<file path="src/rtl/ser_pkg.sv">
package ser_pkg;

    localparam int CHAR_W = 10;

    typedef enum logic {
        RATE_FULL = 1'b0,
        RATE_HALF = 1'b1
    } rate_e;

    typedef enum logic {
        REF_DIV10 = 1'b0,
        REF_DIV20 = 1'b1
    } refdiv_e;

    function automatic int cnt_bits(input int w);
        return (w > 1) ? $clog2(w) : 1;
    endfunction

endpackage

</file>
<file path="src/rtl/ser_rate_div.sv">
module ser_rate_div
    import ser_pkg::*;
(
    input  logic clk,
    input  logic rst,
    input  logic load_i,
    input  logic rate_half_i,
    output logic bit_en_o,
    output logic rate_act_o
);

    rate_e rate_act;
    logic  phase;

    assign bit_en_o   = (rate_act == RATE_FULL) || phase;
    assign rate_act_o = (rate_act == RATE_HALF);

    always_ff @(posedge clk) begin
        if (rst) begin
            rate_act <= RATE_FULL;
            phase    <= 1'b0;
        end else begin
            phase <= !bit_en_o;
            if (load_i) begin
                rate_act <= rate_half_i ? RATE_HALF : RATE_FULL;
            end
        end
    end

endmodule

</file>
<file path="src/rtl/ser_shift.sv">
module ser_shift
    import ser_pkg::*;
#(
    parameter int W         = CHAR_W,
    parameter bit LSB_FIRST = 1'b1
) (
    input  logic                    clk,
    input  logic                    rst,
    input  logic                    bit_en_i,
    input  logic [W-1:0]            char_i,
    output logic                    take_o,
    output logic                    ser_o,
    output logic [cnt_bits(W)-1:0]  cnt_o
);

    localparam int CW = cnt_bits(W);
    localparam logic [CW-1:0] LAST = CW'(W - 1);

    logic [CW-1:0] cnt;
    logic [W-1:0]  shreg;
    logic [W-1:0]  shifted;

    generate
        if (LSB_FIRST) begin : g_lsb
            assign shifted = {1'b0, shreg[W-1:1]};
            assign ser_o   = shreg[0];
        end else begin : g_msb
            assign shifted = {shreg[W-2:0], 1'b0};
            assign ser_o   = shreg[W-1];
        end
    endgenerate

    assign take_o = bit_en_i && (cnt == '0);
    assign cnt_o  = cnt;

    always_ff @(posedge clk) begin
        if (rst) begin
            cnt   <= '0;
            shreg <= '0;
        end else if (bit_en_i) begin
            cnt   <= (cnt == LAST) ? '0 : cnt + 1'b1;
            shreg <= take_o ? char_i : shifted;
        end
    end

endmodule

</file>
<file path="src/rtl/ser_clkgen.sv">
module ser_clkgen
    import ser_pkg::*;
#(
    parameter int W = CHAR_W
) (
    input  logic                   clk,
    input  logic                   rst,
    input  logic                   bit_en_i,
    input  logic                   take_i,
    input  logic [cnt_bits(W)-1:0] cnt_i,
    input  logic                   ref_div20_i,
    output logic                   word_clk_o,
    output logic                   ref_clk_o
);

    localparam int CW = cnt_bits(W);
    localparam logic [CW-1:0] HALF = CW'(W / 2);

    refdiv_e ref_act;
    logic    ref_half;
    logic    first_half;

    assign first_half = (cnt_i < HALF);

    always_ff @(posedge clk) begin
        if (rst) begin
            word_clk_o <= 1'b0;
            ref_clk_o  <= 1'b0;
            ref_act    <= REF_DIV10;
            ref_half   <= 1'b0;
        end else if (bit_en_i) begin
            word_clk_o <= first_half;
            if (take_i) begin
                ref_act   <= ref_div20_i ? REF_DIV20 : REF_DIV10;
                ref_half  <= !ref_half;
                ref_clk_o <= ref_div20_i ? !ref_half : 1'b1;
            end else if (ref_act == REF_DIV10) begin
                ref_clk_o <= first_half;
            end
        end
    end

endmodule

</file>
<file path="src/rtl/rate_serializer.sv">
module rate_serializer
    import ser_pkg::*;
#(
    parameter int W = CHAR_W
) (
    input  logic         clk,
    input  logic         rst,
    input  logic         rate_half_i,
    input  logic         ref_div20_i,
    input  logic [W-1:0] char_i,
    output logic         char_take_o,
    output logic         bit_en_o,
    output logic         ser_o,
    output logic         word_clk_o,
    output logic         ref_clk_o
);

    localparam int CW = cnt_bits(W);

    logic          bit_en;
    logic          take;
    logic          rate_act;
    logic [CW-1:0] cnt;

    ser_rate_div u_div (
        .clk        (clk),
        .rst        (rst),
        .load_i     (take),
        .rate_half_i(rate_half_i),
        .bit_en_o   (bit_en),
        .rate_act_o (rate_act)
    );

    ser_shift #(.W(W), .LSB_FIRST(1'b1)) u_shift (
        .clk     (clk),
        .rst     (rst),
        .bit_en_i(bit_en),
        .char_i  (char_i),
        .take_o  (take),
        .ser_o   (ser_o),
        .cnt_o   (cnt)
    );

    ser_clkgen #(.W(W)) u_clk (
        .clk        (clk),
        .rst        (rst),
        .bit_en_i   (bit_en),
        .take_i     (take),
        .cnt_i      (cnt),
        .ref_div20_i(ref_div20_i),
        .word_clk_o (word_clk_o),
        .ref_clk_o  (ref_clk_o)
    );

    assign char_take_o = take;
    assign bit_en_o    = bit_en;

endmodule

</file>
<file path="config.mk">
export PLATFORM = sky130hd
export DESIGN_NAME = rate_serializer
export DESIGN_NICKNAME = d
export VERILOG_FILES = /design/src/rtl/ser_pkg.sv /design/src/rtl/ser_rate_div.sv /design/src/rtl/ser_shift.sv /design/src/rtl/ser_clkgen.sv /design/src/rtl/rate_serializer.sv
export SDC_FILE = /design/constraint.sdc
export NUM_CORES = 1
export LEC_CHECK = 0
export ABC_CLOCK_PERIOD_IN_PS = 4400
export BUFFER_PORTS_ARGS = -buffer_cell sky130_fd_sc_hd__buf_4
export CAP_MARGIN = 20
export CORE_UTILIZATION = 48
export CTS_BUF_LIST = sky130_fd_sc_hd__clkbuf_16
export DETAILED_ROUTE_END_ITERATION = 12
export MAX_ROUTING_LAYER = met4
export PLACE_DENSITY = 0.75
export SLEW_MARGIN = 20
export SYNTH_ARGS = -nofsm -noshare
export SYNTH_HDL_FRONTEND = slang
export SYNTH_SLANG_ARGS = --single-unit
</file>
<file path="constraint.sdc">
create_clock -name clk -period 4.4 [get_ports clk]
set_input_delay 0.66 -clock clk [delete_from_list [all_inputs] [get_ports clk]]
set_output_delay 0.66 -clock clk [all_outputs]
set_load 0.02 [all_outputs]
</file>
==> impl_metrics.env, run 1 <==
export IMPL_outcome="completed"
export IMPL_max_cap_violations=0
export IMPL_worst_setup_hold_path_clk_slew_ns=0.05
export IMPL_post_cts_resize_count=0
export IMPL_netlist_area_leader_share_pct=45.6
export IMPL_grt_first_pass_wirelength_um=3010
export IMPL_synthTopCellsByArea="dfxtp_1 46%, nand2_1 9.4%, a311oi_1 9.0%"
export IMPL_synth_warning_count=0
export IMPL_first_global_vias=699
export IMPL_gp_congestion=0.877
export IMPL_timing_reg2reg_setup_slack_ns=2.53
export IMPL_dieHeight_um=44.8
export IMPL_clock_insertion_delay_worst_skew_ns=0.25
export IMPL_start_kind="flip-flop"
export IMPL_detail_route_first_pass_iterations=4
export IMPL_power_density_nw_per_um2=551
export IMPL_cts_buffer_count=3
export IMPL_globalRoute_totalOverflow=0
export IMPL_worst_slew_pin_slew_ns=0.890
export IMPL_max_slew_margin_rel_pct=40.5
export IMPL_dieArea_um2=2000
export IMPL_floorplan_initialDensity_pct=50.9
export IMPL_worst_setup_margin_ns=1.81
export IMPL_critical_path_max_fanout=25
export IMPL_worst_ep_required_time_ns=3.74
export IMPL_synth_area_leader_cell="dfxtp_1"
export IMPL_fp_row_count=15
export IMPL_remaining_drc_errors=0
export IMPL_worst_clock_skew_ns=0.00182
export IMPL_max_freq_ghz=0.385
export IMPL_synth_most_common_cell="nand2_1"
export IMPL_regToRegEndpoint="u_shift.cnt_o[3]"
export IMPL_areaGrowthSynthToFinish_pct=25.1
export IMPL_buffers_on_ports=18
export IMPL_drt_initial_violations=24
export IMPL_postCtsSetupBuffers=0
export IMPL_drt_wl_total_um=1830
export IMPL_postSynthNetCount=124
export IMPL_dp_slack_ns=2.10
export IMPL_synth_area_um2=878
export IMPL_timing_hold_worst_start="u_clk.word_clk_o"
export IMPL_setup_viol_count_final=0
export IMPL_ff2ff_path_depth=4
export IMPL_fin_total_pwr_w=0.000605
export IMPL_nNetsFinal=139
export IMPL_worstSetupPathType="reg2out"
export IMPL_synth_lib_cells_used_distinct=27
export IMPL_grt_use_met1_pct=28.7
export IMPL_busiest_layer="met2"
export IMPL_finalCritPeriodShare_pct=59.0
export IMPL_cts_num_sinks=20
export IMPL_antenna_diode_count=0
export IMPL_route_detailed_wl_per_inst_um=12.2
export IMPL_drv_slew=0
export IMPL_ys_seq_area_share_pct=45.6
export IMPL_timing_final_crit_period_ns=2.59
export IMPL_setup_repair_after_global_routing_missed_its_margin="false"
export IMPL_post_place_cells=145
export IMPL_layout_drive_gt1_share_pct=19.4
export IMPL_floorplan_io_pins=19
export IMPL_globalRouteMet3Util_pct=3.60
export IMPL_vias=817
export IMPL_worstSetupStartpoint="u_div.rate_act_o"
export IMPL_crit_arrival_ns=1.93
export IMPL_p_leak_nw=0.443
export IMPL_synth_edf_count=0
export IMPL_timing_critical_path_to="bit_en_o"
export IMPL_grt_start_max_net_pins=26
export IMPL_core_area_um2=1730
export IMPL_grt_antenna_before_repair=0
export IMPL_critical_path_endpoint_type="output port"
export IMPL_clockRootBuffer="clkbuf_16"
export IMPL_tritoncts="done"
export IMPL_netlist_instances=110
export IMPL_grt_use_met2_pct=30.6
export IMPL_placedInstanceArea_um2=1010
export IMPL_post_layout_nonfiller_instances=149
export IMPL_grt_total_usage_pct=21.3
export IMPL_hold_viol=0
export IMPL_min_delay_path_class="reg2reg"
export IMPL_synth_ff_type="dfxtp_1"
export IMPL_synth_async_sr_flop_share_pct=0
export IMPL_postRouteAntennaNets=0
export IMPL_synthesis_area_per_instance_um2=7.98
export IMPL_ctsLongestPathBuffers=2
export IMPL_ys_seq_elements=20
export IMPL_die_x_um=44.8
export IMPL_cts_hold_buffers_added=0
export IMPL_critical_path_reg2reg_startpoint="u_div.rate_act_o"
export IMPL_dp_hpwl_um=1190
export IMPL_final_design_area_no_fill_um2=1100
export IMPL_vdd_drop_max_mv=0.265
export IMPL_h_tree_depth=1
export IMPL_synthTopCellsByCount="22 x nand2_1, 20 x dfxtp_1, 12 x nor2_1"
export IMPL_timing_setup_tns_ns=0
export IMPL_via_per_inst=5.48
## how the worst min path moves through the flow
stage / cells after the start / to / slack (ns)
finish: 2 / u_clk.word_clk_o / 0.46
global route: 2 / u_clk.word_clk_o / 0.48
CTS: 2 / u_shift.shreg[9] / 0.46
detailed placement: 2 / u_shift.shreg[9] / 0.45
global placement: 2 / u_shift.shreg[9] / 0.44
floorplan: 2 / u_shift.shreg[9] / 0.43
## area by class of cell
type	instances	area [um^2]
fill	167	628
multi-input combinational	78	438
sequential	20	400
timing repair buffer	18	135
clock buffer	3	75.1
tap	25	31.3
inverter	4	15.0
clock inverter	1	3.75
## per-layer routing
layer  up-vias  wire, um
li1        417         -
met1       369       921
met2        27       778
met3         4       100
met4         0        25
met5         -         0
## registers in the layout (all words and copies together), names as in the netlist
| register | cells |
|---|---|
| u_clk.ref_clk_o | 1 |
| u_clk.word_clk_o | 1 |
| u_div.rate_act_o | 1 |
| u_shift.cnt_o | 4 |
| u_clk.ref_half | 1 |
| u_div.phase | 1 |
| u_shift.shreg | 10 |
| u_clk.ref_act | 1 |
## report_power, final
| part | switching, W | internal [W] | total (W) | leakage (nW) |
|---|---|---|---|---|
| clock network | 0.0000635 | 0.000121 | 0.000184 | 0.0385 |
| logic | 0.000104 | 0.0000705 | 0.000175 | 0.239 |
| registers | 0.0000268 | 0.000219 | 0.000246 | 0.165 |
## through the flow
stage | hold slack [ns] | utilization [%]
after floorplan | 0.432 | -
after global placement | 0.443 | 58.6
after detailed placement | 0.452 | 58.6
after CTS | 0.461 | 63.1
after global routing | 0.484 | 63.6
final | 0.458 | 63.6
## logic make-up after synthesis
kind of cell,share of synthesized area (%)
compound gates,20.2
xor+xnor,0.997
buf+inv,5.55
flops,45.6
simple gates,27.6
## worst max-delay path, stage by stage (launching register included)
cell and delay [ns]:
dfxtp_1 0.31, nor2b_1 0.71, inv_2 0.38, buf_4 0.27
## layout by cell type, fill, tap and decap left out
cell type	count
o21ai_0	4
or2_2	1
buf_4	18
inv_2	1
nand3b_1	1
nor4_4	1
a21o_1	1
nand2_1	22
a21oi_1	7
nor2_1	12
nand4_1	2
dfxtp_1	20
nor4b_1	1
nand3_1	4
inv_1	3
xnor2_1	1
or4_1	2
a32o_1	1
a311oi_1	9
or3_1	1
clkinv_1	1
o31ai_1	1
clkbuf_16	3
or2b_1	1
a41oi_1	1
o21ai_1	2
nor2b_1	3
(Power assumes the default switching activity.)
==> run 2: changes to the inputs <==
--- a/config.mk
+++ b/config.mk
@@ -5,10 +5,10 @@
 export SDC_FILE = /design/constraint.sdc
 export NUM_CORES = 1
 export LEC_CHECK = 0
-export ABC_CLOCK_PERIOD_IN_PS = 4400
+export ABC_CLOCK_PERIOD_IN_PS = 2200
 export BUFFER_PORTS_ARGS = -buffer_cell sky130_fd_sc_hd__buf_4
 export CAP_MARGIN = 20
-export CORE_UTILIZATION = 48
+export CORE_UTILIZATION = 46
 export CTS_BUF_LIST = sky130_fd_sc_hd__clkbuf_16
 export DETAILED_ROUTE_END_ITERATION = 12
 export MAX_ROUTING_LAYER = met4
==> constraint.sdc (replaced) <==
create_clock -name clk -period 2.2 [get_ports clk]
set_input_delay 0.33 -clock clk [delete_from_list [all_inputs] [get_ports clk]]
set_output_delay 0.33 -clock clk [all_outputs]
set_load 0.02 [all_outputs]
==> run 2 against run 1 <==
Sequential share of layout area fell by 1.3 points. Combinational power rose by 110%. Design area rose by 3.6%. Cell count rose by 2.0%. Critical path depth did not move. Largest power group is now clock.
==> impl_metrics.env, run 2 (same netlist as run 1, synthesis figures left out) <==
export IMPL_placedInstanceArea_um2=1030
export IMPL_clock_insertion_delay_worst_skew_ns=0.25
export IMPL_max_freq_ghz=0.504
export IMPL_largest_register_ff_count=10
export IMPL_postCtsSetupBuffers=0
export IMPL_timing_setup_tns_ns=0
export IMPL_worst_setup_hold_path_clk_slew_ns=0.06
export IMPL_max_cap_violations=0
export IMPL_hold_viol=0
export IMPL_grt_antenna_before_repair=0
export IMPL_grt_first_pass_wirelength_um=2790
export IMPL_route_detailed_wl_per_inst_um=12.5
export IMPL_worst_clock_skew_ns=0.00483
export IMPL_ctsLongestPathBuffers=2
export IMPL_start_kind="flip-flop"
export IMPL_dieArea_um2=2090
export IMPL_floorplan_initialDensity_pct=49.8
export IMPL_top_register="u_shift.shreg"
export IMPL_areaGrowthSynthToFinish_pct=29.6
export IMPL_layout_drive_gt1_share_pct=22.0
export IMPL_postRouteAntennaNets=0
export IMPL_die_x_um=45.7
export IMPL_power_density_nw_per_um2=1190
export IMPL_vias=831
export IMPL_cts_num_sinks=20
export IMPL_mostFrequentLayoutCells="22 x nand2_1, 21 x buf_4, 20 x dfxtp_1"
export IMPL_remaining_drc_errors=0
export IMPL_drt_wl_total_um=1900
export IMPL_clockRootBuffer="clkbuf_16"
export IMPL_critical_path_max_fanout=10
export IMPL_drt_initial_violations=11
export IMPL_dp_hpwl_um=1190
export IMPL_antenna_diode_count=0
export IMPL_first_global_vias=659
export IMPL_buffers_on_ports=18
export IMPL_fp_row_count=15
export IMPL_via_per_inst=5.47
export IMPL_max_slew_margin_rel_pct=73.4
export IMPL_timing_final_crit_period_ns=1.98
export IMPL_worst_setup_margin_ns=0.215
export IMPL_dp_slack_ns=0.511
export IMPL_floorplan_io_pins=19
export IMPL_worst_ep_required_time_ns=1.87
export IMPL_setup_repair_after_global_routing_missed_its_margin="false"
export IMPL_worstSetupPathType="reg2out"
export IMPL_layout_cells_most_common="nand2_1"
export IMPL_finalCritPeriodShare_pct=90.2
export IMPL_globalRoute_totalOverflow=0
export IMPL_tritoncts="done"
export IMPL_final_design_area_no_fill_um2=1140
export IMPL_grt_start_max_net_pins=26
export IMPL_dieHeight_um=45.7
export IMPL_drv_slew=0
export IMPL_cts_hold_buffers_added=0
export IMPL_crit_arrival_ns=1.65
export IMPL_min_delay_path_class="in2reg"
export IMPL_h_tree_depth=1
export IMPL_outcome="completed"
export IMPL_critical_path_endpoint_type="output port"
export IMPL_post_cts_resize_count=0
export IMPL_nNetsFinal=142
export IMPL_vdd_drop_max_mv=0.602
export IMPL_core_area_um2=1760
export IMPL_grt_total_usage_pct=19.7
export IMPL_setup_viol_count_final=0
export IMPL_gp_congestion=0.680
export IMPL_p_leak_nw=0.467
export IMPL_cts_buffer_count=3
export IMPL_worst_slew_pin_slew_ns=0.398
export IMPL_detail_route_first_pass_iterations=4
==> run 2: changes by cell type in the layout (fill, tap and decap cells not counted) <==
cell | before | now
nor4_2 | 0 | 1
clkinv_1 | 1 | 0
buf_4 | 18 | 21
nor4_4 | 1 | 0
bufinv_16 | 0 | 1
==> run 2: per-layer routing <==
metal  vias up  share of wire [%]  global-route usage, %
li1        422                  -                      -
met1       382                 46                   24.6
met2        22                 48                   31.1
met3         5                4.4                   3.57
met4         0                1.5                   8.82
met5         -                  0                      -
==> run 2: report_power, final <==
part           switching [W]  internal, W  total (W)
sequential         0.0000491     0.000438   0.000487
combinational       0.000215     0.000157   0.000373
clock               0.000137     0.000361   0.000498
==> run 2: cell type report <==
| type | instances | area [um^2] |
|---|---|---|
| clock buffers | 3 | 75.1 |
| clock inverters | 1 | 30.0 |
| fillers | 168 | 626 |
| inverters | 4 | 15.0 |
| multi-input cells | 78 | 429 |
| flip-flops and latches | 20 | 400 |
| well taps | 25 | 31.3 |
| repair buffers | 21 | 158 |
==> run 2: path summary, 6_finish.rpt <==
check        slack, ns  depth (start not counted)             start          endpoint
max reg2reg       0.54                          4  u_shift.cnt_o[3]  u_shift.shreg[3]
min reg2reg       0.45                          2  u_clk.word_clk_o  u_clk.word_clk_o
max               0.22                          3  u_shift.cnt_o[3]       char_take_o
min               0.33                          3       rate_half_i  u_div.rate_act_o
==> run 2: worst max-delay path, stage by stage (launching register included) <==
cell,delay [ns]
dfxtp_1,0.37
or4_1,0.72
nor2_1,0.15
buf_4,0.15
==> run 2: metrics by stage <==
stage          utilization, %  hold WS [ns]  power [W]  instances
3_5_place_dp             58.6         0.448   0.000865        148
5_1_grt                  64.5         0.361    0.00142        152
4_1_cts                  64.5         0.332    0.00137        152
2_1_floorplan               -         0.432   0.000749        110
3_3_place_gp             58.6         0.441   0.000854        148
6_report                 64.5         0.331    0.00136        152
==> run 3: changes to the inputs <==
--- a/config.mk
+++ b/config.mk
@@ -16,4 +16,5 @@
 export SLEW_MARGIN = 20
 export SYNTH_ARGS = -nofsm -noshare
 export SYNTH_HDL_FRONTEND = slang
+export SYNTH_HIERARCHICAL = 1
 export SYNTH_SLANG_ARGS = --single-unit
==> run 3 against run 2 <==
First-iteration DRC count grew 100%. Wire length decreased by 10%. Non-clock buffer count decreased by 1. Die area decreased by 3.3%. Maximum frequency increased by 13%. Count of clock-buffer cells in the layout unchanged. Worst hold slack gained 0.018 ns. Area after synthesis shrank 3.4%. Sequential share of layout area up 0.91 points. Largest cell class unchanged.
==> impl_metrics.env, run 3 <==
export IMPL_outcome="completed"
export IMPL_h_tree_depth=1
export IMPL_ys_seq_area_share_pct=47.2
export IMPL_buffers_on_ports=18
export IMPL_areaGrowthSynthToFinish_pct=30.8
export IMPL_worst_clock_skew_ns=0.00172
export IMPL_cts_buffer_count=3
export IMPL_netlist_area_leader_share_pct=47.2
export IMPL_largest_register_ff_count=10
export IMPL_detail_route_first_pass_iterations=4
export IMPL_critical_path_reg2reg_startpoint="u_shift/cnt_o[3]"
export IMPL_postLayoutCoreUtil_pct=64.3
export IMPL_max_cap_violations=0
export IMPL_worst_slew_pin_slew_ns=0.397
export IMPL_synth_most_common_cell="nand2_1"
export IMPL_drt_initial_violations=22
export IMPL_power_density_nw_per_um2=1280
export IMPL_parity_gate_share_of_the_synthesized_area_counting_xor_and_xnor_cells_pct=3.10
export IMPL_compound_cell_area_share_of_the_yosys_netlist_pct=17.4
export IMPL_tritoncts="done"
export IMPL_timing_setup_tns_ns=0
export IMPL_grt_antenna_before_repair=0
export IMPL_synthTopCellsByArea="dfxtp_1 47%, a311oi_1 10%, nand2_1 10%"
export IMPL_postSynthNetCount=115
export IMPL_grt_use_met2_pct=33.6
export IMPL_p_leak_nw=0.455
export IMPL_worstSetupPathType="reg2out"
export IMPL_synthesis_area_per_instance_um2=8.40
export IMPL_nNetsFinal=135
export IMPL_netlist_instances=101
export IMPL_die_x_um=44.9
export IMPL_route_detailed_wl_per_inst_um=11.7
export IMPL_post_cts_resize_count=0
export IMPL_timing_reg2reg_setup_slack_ns=0.63
export IMPL_synthTopCellsByCount="23 x nand2_1, 20 x dfxtp_1, 15 x nor2_1"
export IMPL_max_slew_margin_rel_pct=73.6
export IMPL_critical_path_max_fanout=7
export IMPL_ys_seq_elements=20
export IMPL_synth_async_sr_flop_share_pct=0
export IMPL_yosys_area_share_simple_pct=26.4
export IMPL_drv_slew=0
export IMPL_critical_path_endpoint_type="output port"
export IMPL_dieArea_um2=2020
export IMPL_timing_final_crit_period_ns=1.76
export IMPL_busiest_layer="met2"
export IMPL_worstSetupStartpoint="u_shift/cnt_o[3]"
export IMPL_synth_area_leader_cell="dfxtp_1"
export IMPL_postRouteAntennaNets=0
export IMPL_dp_hpwl_um=1140
export IMPL_power_switching_w=0.000424
export IMPL_vdd_drop_max_mv=0.658
export IMPL_cts_num_sinks=20
export IMPL_main_combinational_cell_family_by_area_after_synthesis="simple AND/OR/NAND/NOR gates"
export IMPL_synth_edf_count=0
export IMPL_layout_cells_most_common="nand2_1"
export IMPL_p_int_w=0.000996
export IMPL_post_synth_mux_area_share_pct=2.51
export IMPL_p_sw_share_pct=29.9
export IMPL_floorplan_io_pins=19
export IMPL_remaining_drc_errors=0
export IMPL_layout_drive_gt1_share_pct=21.7
export IMPL_gp_congestion=0.737
export IMPL_grt_total_usage_pct=19.8
export IMPL_core_area_um2=1730
export IMPL_hold_viol=0
export IMPL_clockRootBuffer="clkbuf_16"
export IMPL_postCtsSetupBuffers=0
export IMPL_floorplan_initialDensity_pct=49.1
export IMPL_fin_worst_hold_slack_ns=0.349
export IMPL_crit_arrival_ns=1.43
export IMPL_dieHeight_um=44.9
export IMPL_cts_hold_buffers_added=0
export IMPL_min_delay_path_class="in2reg"
export IMPL_power_clock_fraction_pct=34.5
export IMPL_combinationalPowerShare_pct=29.6
export IMPL_setup_repair_after_global_routing_missed_its_margin="false"
export IMPL_start_kind="flip-flop"
export IMPL_globalRoute_totalOverflow=0
export IMPL_antenna_diode_count=0
export IMPL_grt_first_pass_wirelength_um=2780
export IMPL_finalCritPeriodShare_pct=80.1
export IMPL_regToRegEndpoint="u_clk/ref_clk_o"
export IMPL_synth_area_um2=848
export IMPL_globalRouteMet3Util_pct=3.60
export IMPL_synth_ff_type="dfxtp_1"
export IMPL_mostFrequentLayoutCells="23 x nand2_1, 20 x buf_4, 20 x dfxtp_1"
export IMPL_seq_power_share_pct=35.8
export IMPL_synth_lib_cells_used_distinct=24
export IMPL_worst_ep_required_time_ns=1.87
export IMPL_drt_wl_total_um=1700
export IMPL_worst_setup_hold_path_clk_slew_ns=0.06
export IMPL_grt_start_max_net_pins=22
export IMPL_first_global_vias=662
export IMPL_setup_viol_count_final=0
export IMPL_max_freq_ghz=0.567
export IMPL_ff2ff_path_depth=5
export IMPL_grt_use_met1_pct=22.6
export IMPL_top_register="u_shift/shreg"
export IMPL_vias=777
export IMPL_clock_insertion_delay_worst_skew_ns=0.25
export IMPL_fp_row_count=15
export IMPL_timing_critical_path_to="char_take_o"
export IMPL_ctsLongestPathBuffers=2
export IMPL_synth_adder_area_share_pct=0
export IMPL_synth_warning_count=6
export IMPL_via_per_inst=5.36
==> run 3: through the flow <==
stage | instances | power [W] | area, um^2 | worst slack [ns]
final | 145 | 0.00142 | 1110 | 0.437
after global routing | 145 | 0.00150 | 1110 | 0.337
after detailed placement | 141 | 0.000935 | 1000 | 0.656
after global placement | 141 | 0.000923 | 1000 | 0.741
after floorplan | 101 | 0.000815 | 848 | 0.267
after CTS | 145 | 0.00143 | 1110 | 0.452
==> run 3: metal layers <==
layer / vias up / part of all wire [%]
li1: 392 / -
met1: 361 / 44
met2: 22 / 50
met3: 2 / 4.5
met4: 0 / 0.59
met5: - / 0
==> run 3: cells by family after synthesis <==
logic type,count (synthesis)
buf+inv,6
simple gates,50
compound gates,20
mux,2
xor+xnor,3
flops,20
==> run 3: final cells by class <==
cell class	count	area, um^2
clock buffer	3	75.1
clock inverter	1	30.0
fill	153	617
inverter	1	3.75
multi-input combinational	75	419
sequential	20	400
tap	25	31.3
timing repair buffer	20	150
==> run 3: critical path, cell delays in order (launching register included) <==
cell,delay (ns)
dfxtp_1,0.37
nor4_2,0.33
and2_1,0.30
buf_4,0.19
==> run 3: how the worst min path moves through the flow <==
stage                startpoint          endpoint  slack [ns]  cells past startpoint
2_1_floorplan               rst     u_clk/ref_act        0.40                      1
3_3_place_gp      u_clk/ref_act     u_clk/ref_act        0.45                      2
3_5_place_dp   u_shift/shreg[9]  u_shift/shreg[9]        0.47                      2
4_1_cts               char_i[5]  u_shift/shreg[5]        0.36                      3
5_1_grt             rate_half_i  u_div/rate_act_o        0.36                      3
6_report            rate_half_i  u_div/rate_act_o        0.35                      3
==> run 3: power by group through the flow <==
stage	logic [W]	clock network [W]	registers, W
2_1_floorplan	0.000293	0	0.000522
3_3_place_gp	0.000412	0	0.000511
3_5_place_dp	0.000420	0	0.000515
4_1_cts	0.000424	0.000498	0.000508
5_1_grt	0.000473	0.000512	0.000519
6_report	0.000421	0.000490	0.000509
